$ cat config.mk
export PLATFORM = sky130hd
export DESIGN_NAME = spadd_unit
export DESIGN_NICKNAME = d
export VERILOG_FILES = /design/src/rtl/spadd_pkg.sv /design/src/rtl/spadd_lo_stage.sv /design/src/rtl/spadd_hi_stage.sv /design/src/rtl/spadd_unit.sv
export SDC_FILE = /design/constraint.sdc
export NUM_CORES = 1
export LEC_CHECK = 0
export ABC_CLOCK_PERIOD_IN_PS = 9900
export CORE_AREA = 2 2 143 145
export CTS_CLUSTER_SIZE = 24
export DETAILED_ROUTE_END_ITERATION = 8
export DIE_AREA = 0 0 145 147
export DONT_BUFFER_PORTS = 1
export SLEW_MARGIN = 20
export SYNTH_ARGS = -nofsm -noshare
export SYNTH_HDL_FRONTEND = slang
export SYNTH_SLANG_ARGS = --single-unit
$ cat constraint.sdc
create_clock -name clk -period 9.9 [get_ports clk]
set_clock_uncertainty 0.1 [all_clocks]
set_input_delay 1.98 -clock clk [delete_from_list [all_inputs] [get_ports clk]]
set_output_delay 1.98 -clock clk [all_outputs]
set_load 0.005 [all_outputs]
$ cat src/rtl/spadd_pkg.sv
// Package: shared encodings for the split shift-and-add unit.
// Assumes a 2-bit mode field; code 3 is reserved and decodes as zero-extend.
package spadd_pkg;

    typedef enum logic [1:0] {
        EXT_WIDE = 2'd0,   // b is a full 64-bit operand
        EXT_ZERO = 2'd1,   // b is 32-bit unsigned
        EXT_SIGN = 2'd2,   // b is 32-bit signed
        EXT_RSVD = 2'd3    // reserved, treated as EXT_ZERO
    } ext_mode_e;

    // Fold the reserved code onto the zero-extend behaviour.
    function automatic ext_mode_e decode_mode(input logic [1:0] raw);
        ext_mode_e m;
        case (raw)
            2'd0:    m = EXT_WIDE;
            2'd2:    m = EXT_SIGN;
            default: m = EXT_ZERO;
        endcase
        return m;
    endfunction

endpackage

$ cat src/rtl/spadd_lo_stage.sv
// Module: low half of the split adder.
// Shifts the low b word left by shamt and adds it to the low a word.
// Emits the low result word plus the link to the high half: carry-out,
// spilled b bits, sign of b_lo, shift amount and decoded mode.
// Assumes SPW = 2**SHW - 1, so every bit that leaves the word fits the spill.
module spadd_lo_stage
    import spadd_pkg::*;
#(
    parameter int W   = 32,
    parameter int SHW = 3,
    parameter int SPW = (1 << SHW) - 1
) (
    input  logic [1:0]     mode_raw,
    input  logic [SHW-1:0] shamt,
    input  logic [W-1:0]   a_lo,
    input  logic [W-1:0]   b_lo,
    output logic [W-1:0]   res_lo,
    output logic           lk_carry,
    output logic [SPW-1:0] lk_spill,
    output logic           lk_sign,
    output logic [SHW-1:0] lk_shamt,
    output ext_mode_e      lk_mode
);

    localparam int EXTW = W + SPW;

    logic [EXTW-1:0] shifted;
    logic [W:0]      lo_sum;

    // Widen b_lo so the shift keeps every bit pushed past the word boundary.
    always_comb begin
        shifted = {{SPW{1'b0}}, b_lo} << shamt;
    end

    // One W-bit add with a carry bit beside it.
    always_comb begin
        lo_sum = {1'b0, a_lo} + {1'b0, shifted[W-1:0]};
    end

    // Drive the result word and every field of the link.
    always_comb begin
        res_lo   = lo_sum[W-1:0];
        lk_carry = lo_sum[W];
        lk_spill = shifted[EXTW-1:W];
        lk_sign  = b_lo[W-1];
        lk_shamt = shamt;
        lk_mode  = decode_mode(mode_raw);
    end

endmodule

$ cat src/rtl/spadd_hi_stage.sv
// Module: high half of the split adder.
// Builds the high word of the shifted, extended b from the link and, in
// wide mode, from b_hi, then adds a_hi and the low-half carry.
// Assumes the link comes from a low half acting in the same cycle.
module spadd_hi_stage
    import spadd_pkg::*;
#(
    parameter int W   = 32,
    parameter int SHW = 3,
    parameter int SPW = (1 << SHW) - 1
) (
    input  logic [W-1:0]   a_hi,
    input  logic [W-1:0]   b_hi,
    input  logic           lk_carry,
    input  logic [SPW-1:0] lk_spill,
    input  logic           lk_sign,
    input  logic [SHW-1:0] lk_shamt,
    input  ext_mode_e      lk_mode,
    output logic [W-1:0]   res_hi
);

    logic [W-1:0] upper_src;
    logic [W-1:0] upper_op;
    logic [W-1:0] spill_w;

    // Pick the unshifted high word of b for the current mode.
    always_comb begin
        case (lk_mode)
            EXT_WIDE: upper_src = b_hi;
            EXT_SIGN: upper_src = {W{lk_sign}};
            default:  upper_src = '0;
        endcase
    end

    // Shift the high word and merge in the bits spilled by the low half.
    always_comb begin
        spill_w  = {{(W-SPW){1'b0}}, lk_spill};
        upper_op = (upper_src << lk_shamt) | spill_w;
    end

    // Final high add, modulo 2^W.
    always_comb begin
        res_hi = a_hi + upper_op + {{(W-1){1'b0}}, lk_carry};
    end

endmodule

$ cat src/rtl/spadd_unit.sv
// Module: top of the split 64-bit shift-and-add unit.
// Joins the low and high halves over their private link within one cycle
// and registers the 2W-bit result on an accepted request.
// Assumes a synchronous active-low reset; the result holds between requests.
module spadd_unit
    import spadd_pkg::*;
#(
    parameter int W   = 32,
    parameter int SHW = 3
) (
    input  logic           clk,
    input  logic           rst_n,
    input  logic           in_valid,
    input  logic [1:0]     mode,
    input  logic [SHW-1:0] shamt,
    input  logic [W-1:0]   a_lo,
    input  logic [W-1:0]   a_hi,
    input  logic [W-1:0]   b_lo,
    input  logic [W-1:0]   b_hi,
    output logic           out_valid,
    output logic [W-1:0]   sum_lo,
    output logic [W-1:0]   sum_hi
);

    localparam int SPW = (1 << SHW) - 1;

    logic [W-1:0]   lo_word;
    logic [W-1:0]   hi_word;
    logic           lk_carry;
    logic [SPW-1:0] lk_spill;
    logic           lk_sign;
    logic [SHW-1:0] lk_shamt;
    ext_mode_e      lk_mode;

    spadd_lo_stage #(.W(W), .SHW(SHW), .SPW(SPW)) u_lo (
        .mode_raw (mode),
        .shamt    (shamt),
        .a_lo     (a_lo),
        .b_lo     (b_lo),
        .res_lo   (lo_word),
        .lk_carry (lk_carry),
        .lk_spill (lk_spill),
        .lk_sign  (lk_sign),
        .lk_shamt (lk_shamt),
        .lk_mode  (lk_mode)
    );

    spadd_hi_stage #(.W(W), .SHW(SHW), .SPW(SPW)) u_hi (
        .a_hi     (a_hi),
        .b_hi     (b_hi),
        .lk_carry (lk_carry),
        .lk_spill (lk_spill),
        .lk_sign  (lk_sign),
        .lk_shamt (lk_shamt),
        .lk_mode  (lk_mode),
        .res_hi   (hi_word)
    );

    // Output strobe follows the request by one cycle.
    always_ff @(posedge clk) begin
        if (!rst_n) out_valid <= 1'b0;
        else        out_valid <= in_valid;
    end

    // Capture the joined result on a request; hold it otherwise.
    always_ff @(posedge clk) begin
        if (!rst_n) begin
            sum_lo <= '0;
            sum_hi <= '0;
        end else if (in_valid) begin
            sum_lo <= lo_word;
            sum_hi <= hi_word;
        end
    end

endmodule

==> impl_metrics.py <==
metrics = {
    "outcome": {
        "status": "completed",
    },
    "worst_setup_path": {
        "crit_arrival_ps": 7480,
        "required_ps": 10020,
        "r2r_cells": 2,
        "cp_top_family": "compound AO/OA/AOI/OAI gates",
        "critPathSlowestCell": "inv_1",
        "path_class": "input pin to flip-flop",
        "cp_common_cell": "a21oi_1",
        "cp-end-kind": "flip-flop",
        "crit_fanout": 60,
        "path_cells": "inv_1 > and2_1 > ha_1 > a21o_1 > a21oi_1 > o21ai_0 > a31oi_1 > nor2_1 > and3b_1 > a21oi_1 > o21ai_0 > a21oi_1 > fa_1 > nor2b_4 > o21a_2 > o2111a_2 > nor3_2 > o31ai_1 > a311oi_1 > o31ai_1 > xnor2_1 > o21ai_1",
        "critPathLaunchType": "input pin",
        "critical_path_buf_inv_count": 1,
        "reg2reg_from": "sum_hi[23]",
        "crit_path_max_incr_delay_ps": 720,
        "rr_endpoint": "sum_hi[23]",
        "regToRegSetupSlack_ps": 9020,
    },
    "global_route": {
        "grt-ovfl-total": 0,
        "grt_first_pass_wirelength_um": 37200,
        "antenna_found_initial": 0,
        "gr-usage-all-layers_pct": 22.2,
        "grt_max_degree": 75,
        "first_global_vias": 6601,
    },
    "cts": {
        "tritoncts": "done",
        "cts_setup_buffers": 0,
        "cts_htree_levels": 3,
        "hold_buffers": 0,
        "ctsResizeCount": 0,
        "clock_sinks": 65,
        "cts.root.buffer_cell": "clkbuf_16",
        "numCtsBuffers": 9,
        "clk_path_buf_depth": 2,
        "clock_latency_ps": 350,
        "path_clk_slew_ps": 60,
    },
    "routing": {
        "routed_wl_um": 24200,
        "first_pass_iters": 5,
        "vias": 6932,
        "drtIter0Drc": 454,
        "wl_per_cell_um": 20.6,
        "viasPerCell": 5.90,
        "postRouteAntennaNets": 0,
        "drc": 0,
    },
    "final_layout": {
        "fill_cells": 2070,
        "areaGrowthSynthToFinish_pct": 5.71,
        "diodes": 0,
        "drive_gt1_share_pct": 8.74,
        "nets": 1099,
        "final_util_pct": 40.3,
        "finalNonFillerCells": 1174,
    },
    "power_and_ir_drop": {
        "clockPowerShare_pct": 29.8,
        "vdd_drop_max_mv": 0.0749,
        "p_leak_uw": 0.00348,
        "comb_power_share_pct": 42.0,
        "power.share.switching_pct": 37.5,
        "seqPwrFrac_pct": 28.2,
        "p_per_area_nw_per_um2": 148,
        "switchingPower_uw": 443,
        "p_int_uw": 738,
    },
    "logic_synthesis": {
        "ys_types": 60,
        "avgSynthCellArea_um2": 7.98,
        "synth-seq-cells": 65,
        "synth_ff_type": "dfxtp_1",
        "netlist_area_um2": 7570,
        "netlist_instances": 948,
        "ys_warn_count": 0,
        "synth_edf_count": 0,
        "synth_nets": 1148,
        "seq_area_frac_synth_pct": 17.2,
        "ys_async_sr_fraction_pct": 0,
    },
    "timing": {
        "relSlewSlack_pct": 34.8,
        "period_needed_ps": 7370,
        "finalHoldViolations": 0,
        "timing.final.crit_share_pct": 74.4,
        "fin_ws_ps": 2530,
        "setup_violations": 0,
        "tns_ps": 0,
        "worst-slew-pin-transition_ps": 976,
        "finalMaxSlewViolations": 0,
        "rsz0062_at_grt": "no",
        "clock.fmax_ghz": 0.136,
    },
    "placed_design": {
        "place_inst": 1158,
        "portBuffers": 0,
        "dpl_worst_slack_ps": 2260,
        "hpwl_um": 19400,
        "place.gp.congestion": 0.956,
    },
    "job": {
        "maxCapViolCount": 0,
    },
    "hold_path": {
        "min_to": "sum_lo[27]",
        "worstHoldPathCells": 2,
        "min_from": "sum_lo[27]",
        "hold_class": "flip-flop to flip-flop",
    },
    "die": {
        "die_h_um": 147,
        "die_w_um": 145,
        "initial_utilization_pct": 38.1,
        "io_pins": 201,
        "rows": 52,
        "dieArea_um2": 21300,
        "core_region_area_um2": 19800,
    },
}
[state kept, by name, summed over array words and instances (netlist names)]
name and flops:
sum_hi 32, out_valid 1, sum_lo 32
[how the worst max path moves through the flow]
stage | startpoint | end | slack [ps] | cells past startpoint
2_1_floorplan | shamt[0] | sum_hi[23] | 2540 | 26
3_3_place_gp | shamt[2] | sum_hi[23] | 2400 | 22
3_5_place_dp | shamt[2] | sum_hi[27] | 2260 | 22
4_1_cts | shamt[1] | sum_hi[31] | 2570 | 23
5_1_grt | shamt[2] | sum_hi[27] | 2260 | 22
6_report | shamt[2] | sum_hi[31] | 2530 | 22
[area by class of cell]
class / instances / area, µm² / share of cell area, %
Clock buffer: 11 / 233 / 2.91
Timing Repair Buffer: 3 / 22.5 / 0.282
Multi-Input combinational cell: 804 / 5960 / 74.6
Tap cell: 270 / 338 / 4.22
Sequential cell: 65 / 1300 / 16.3
Inverter: 16 / 60.1 / 0.751
Clock inverter: 5 / 80.1 / 1.00
[logic make-up (layout without fill, tap and decap cells)]
kind of cell / after synthesis / count (layout) / synth area share (%)
and+or+nand+nor: 244 / 244 / 14.2
xor gates and xnor gates: 53 / 53 / 6.14
muxes: 149 / 149 / 23.4
buffers and inverters: 79 / 35 / 4.02
AOI/OAI and AO/OA: 294 / 294 / 24.3
adders and majority gates: 64 / 64 / 10.8
DFF: 65 / 65 / 17.2
[metrics by stage]
stage / cell area (µm²) / power (µW) / hold slack (ps)
after CTS: 8000 / 1190 / 373
after floorplan: 7570 / 739 / 342
after global routing: 8000 / 1260 / 398
after detailed placement: 7680 / 831 / 365
after global placement: 7680 / 832 / 362
final: 8000 / 1180 / 370
[synth_stat cells (3+ instances only)]
master / instances / area, µm²
a211o_1: 3 / 26.3
a211oi_1: 15 / 113
a21o_1: 43 / 323
a21oi_1: 74 / 370
a31oi_1: 11 / 68.8
and2_1: 7 / 43.8
and3_1: 4 / 25.0
buf_1: 3 / 11.3
buf_2: 6 / 30.0
clkbuf_1: 54 / 203
dfxtp_1: 65 / 1300
ha_1: 62 / 776
inv_1: 14 / 52.6
mux2_2: 31 / 349
mux2i_1: 99 / 991
mux4_2: 19 / 428
nand2_1: 88 / 330
nand3_1: 15 / 75.1
nand4_1: 13 / 81.3
nor2_1: 83 / 312
nor2b_1: 5 / 31.3
nor3_1: 15 / 75.1
nor4_1: 4 / 25.0
o211ai_1: 8 / 60.1
o21a_1: 12 / 90.1
o21ai_0: 89 / 445
o21ai_1: 6 / 30.0
o21bai_1: 6 / 45.0
o31ai_1: 4 / 30.0
xnor2_1: 29 / 254
xor2_1: 24 / 210
[cell usage in the layout, fill, tap and decap left out, drive strengths merged, types with 7 or more instances in the layout]
cell type	synthesis	layout
a31oi	11	11
inv	15	15
mux2i	99	99
a21o	43	43
o211ai	8	8
mux4	19	19
nor3	16	16
nand3	15	15
a211oi	16	16
and2	7	7
mux2	31	31
nand2	88	88
a21oi	74	74
clkbuf	54	11
nor2	83	83
o21ai	95	95
ha	62	62
o21a	13	13
dfxtp	65	65
nand4	13	13
xnor2	29	29
xor2	24	24
[power groups by stage]
stage	logic [µW]	registers, µW	clock network [µW]
global placement	492	340	0
detailed placement	491	340	0
finish	496	333	352
CTS	494	335	362
global route	550	338	369
floorplan	411	328	0
[layer usage]
metal  up-vias  GRT usage (%)  wire length, µm
met5         -              0                0
met1      3215           26.6             9770
met4         0           4.26              255
met2       266           38.1            11500
met3        19           8.94             2760
li1       3432              -                -
[worst min-delay path, delay by kind of cell, from the launching register on]
family	cells	cell delay (ps)
AO/OA/AOI/OAI	1	50
flip-flops	1	320
AND/OR/NAND/NOR	1	50
Power figures use the tool's default switching activity.
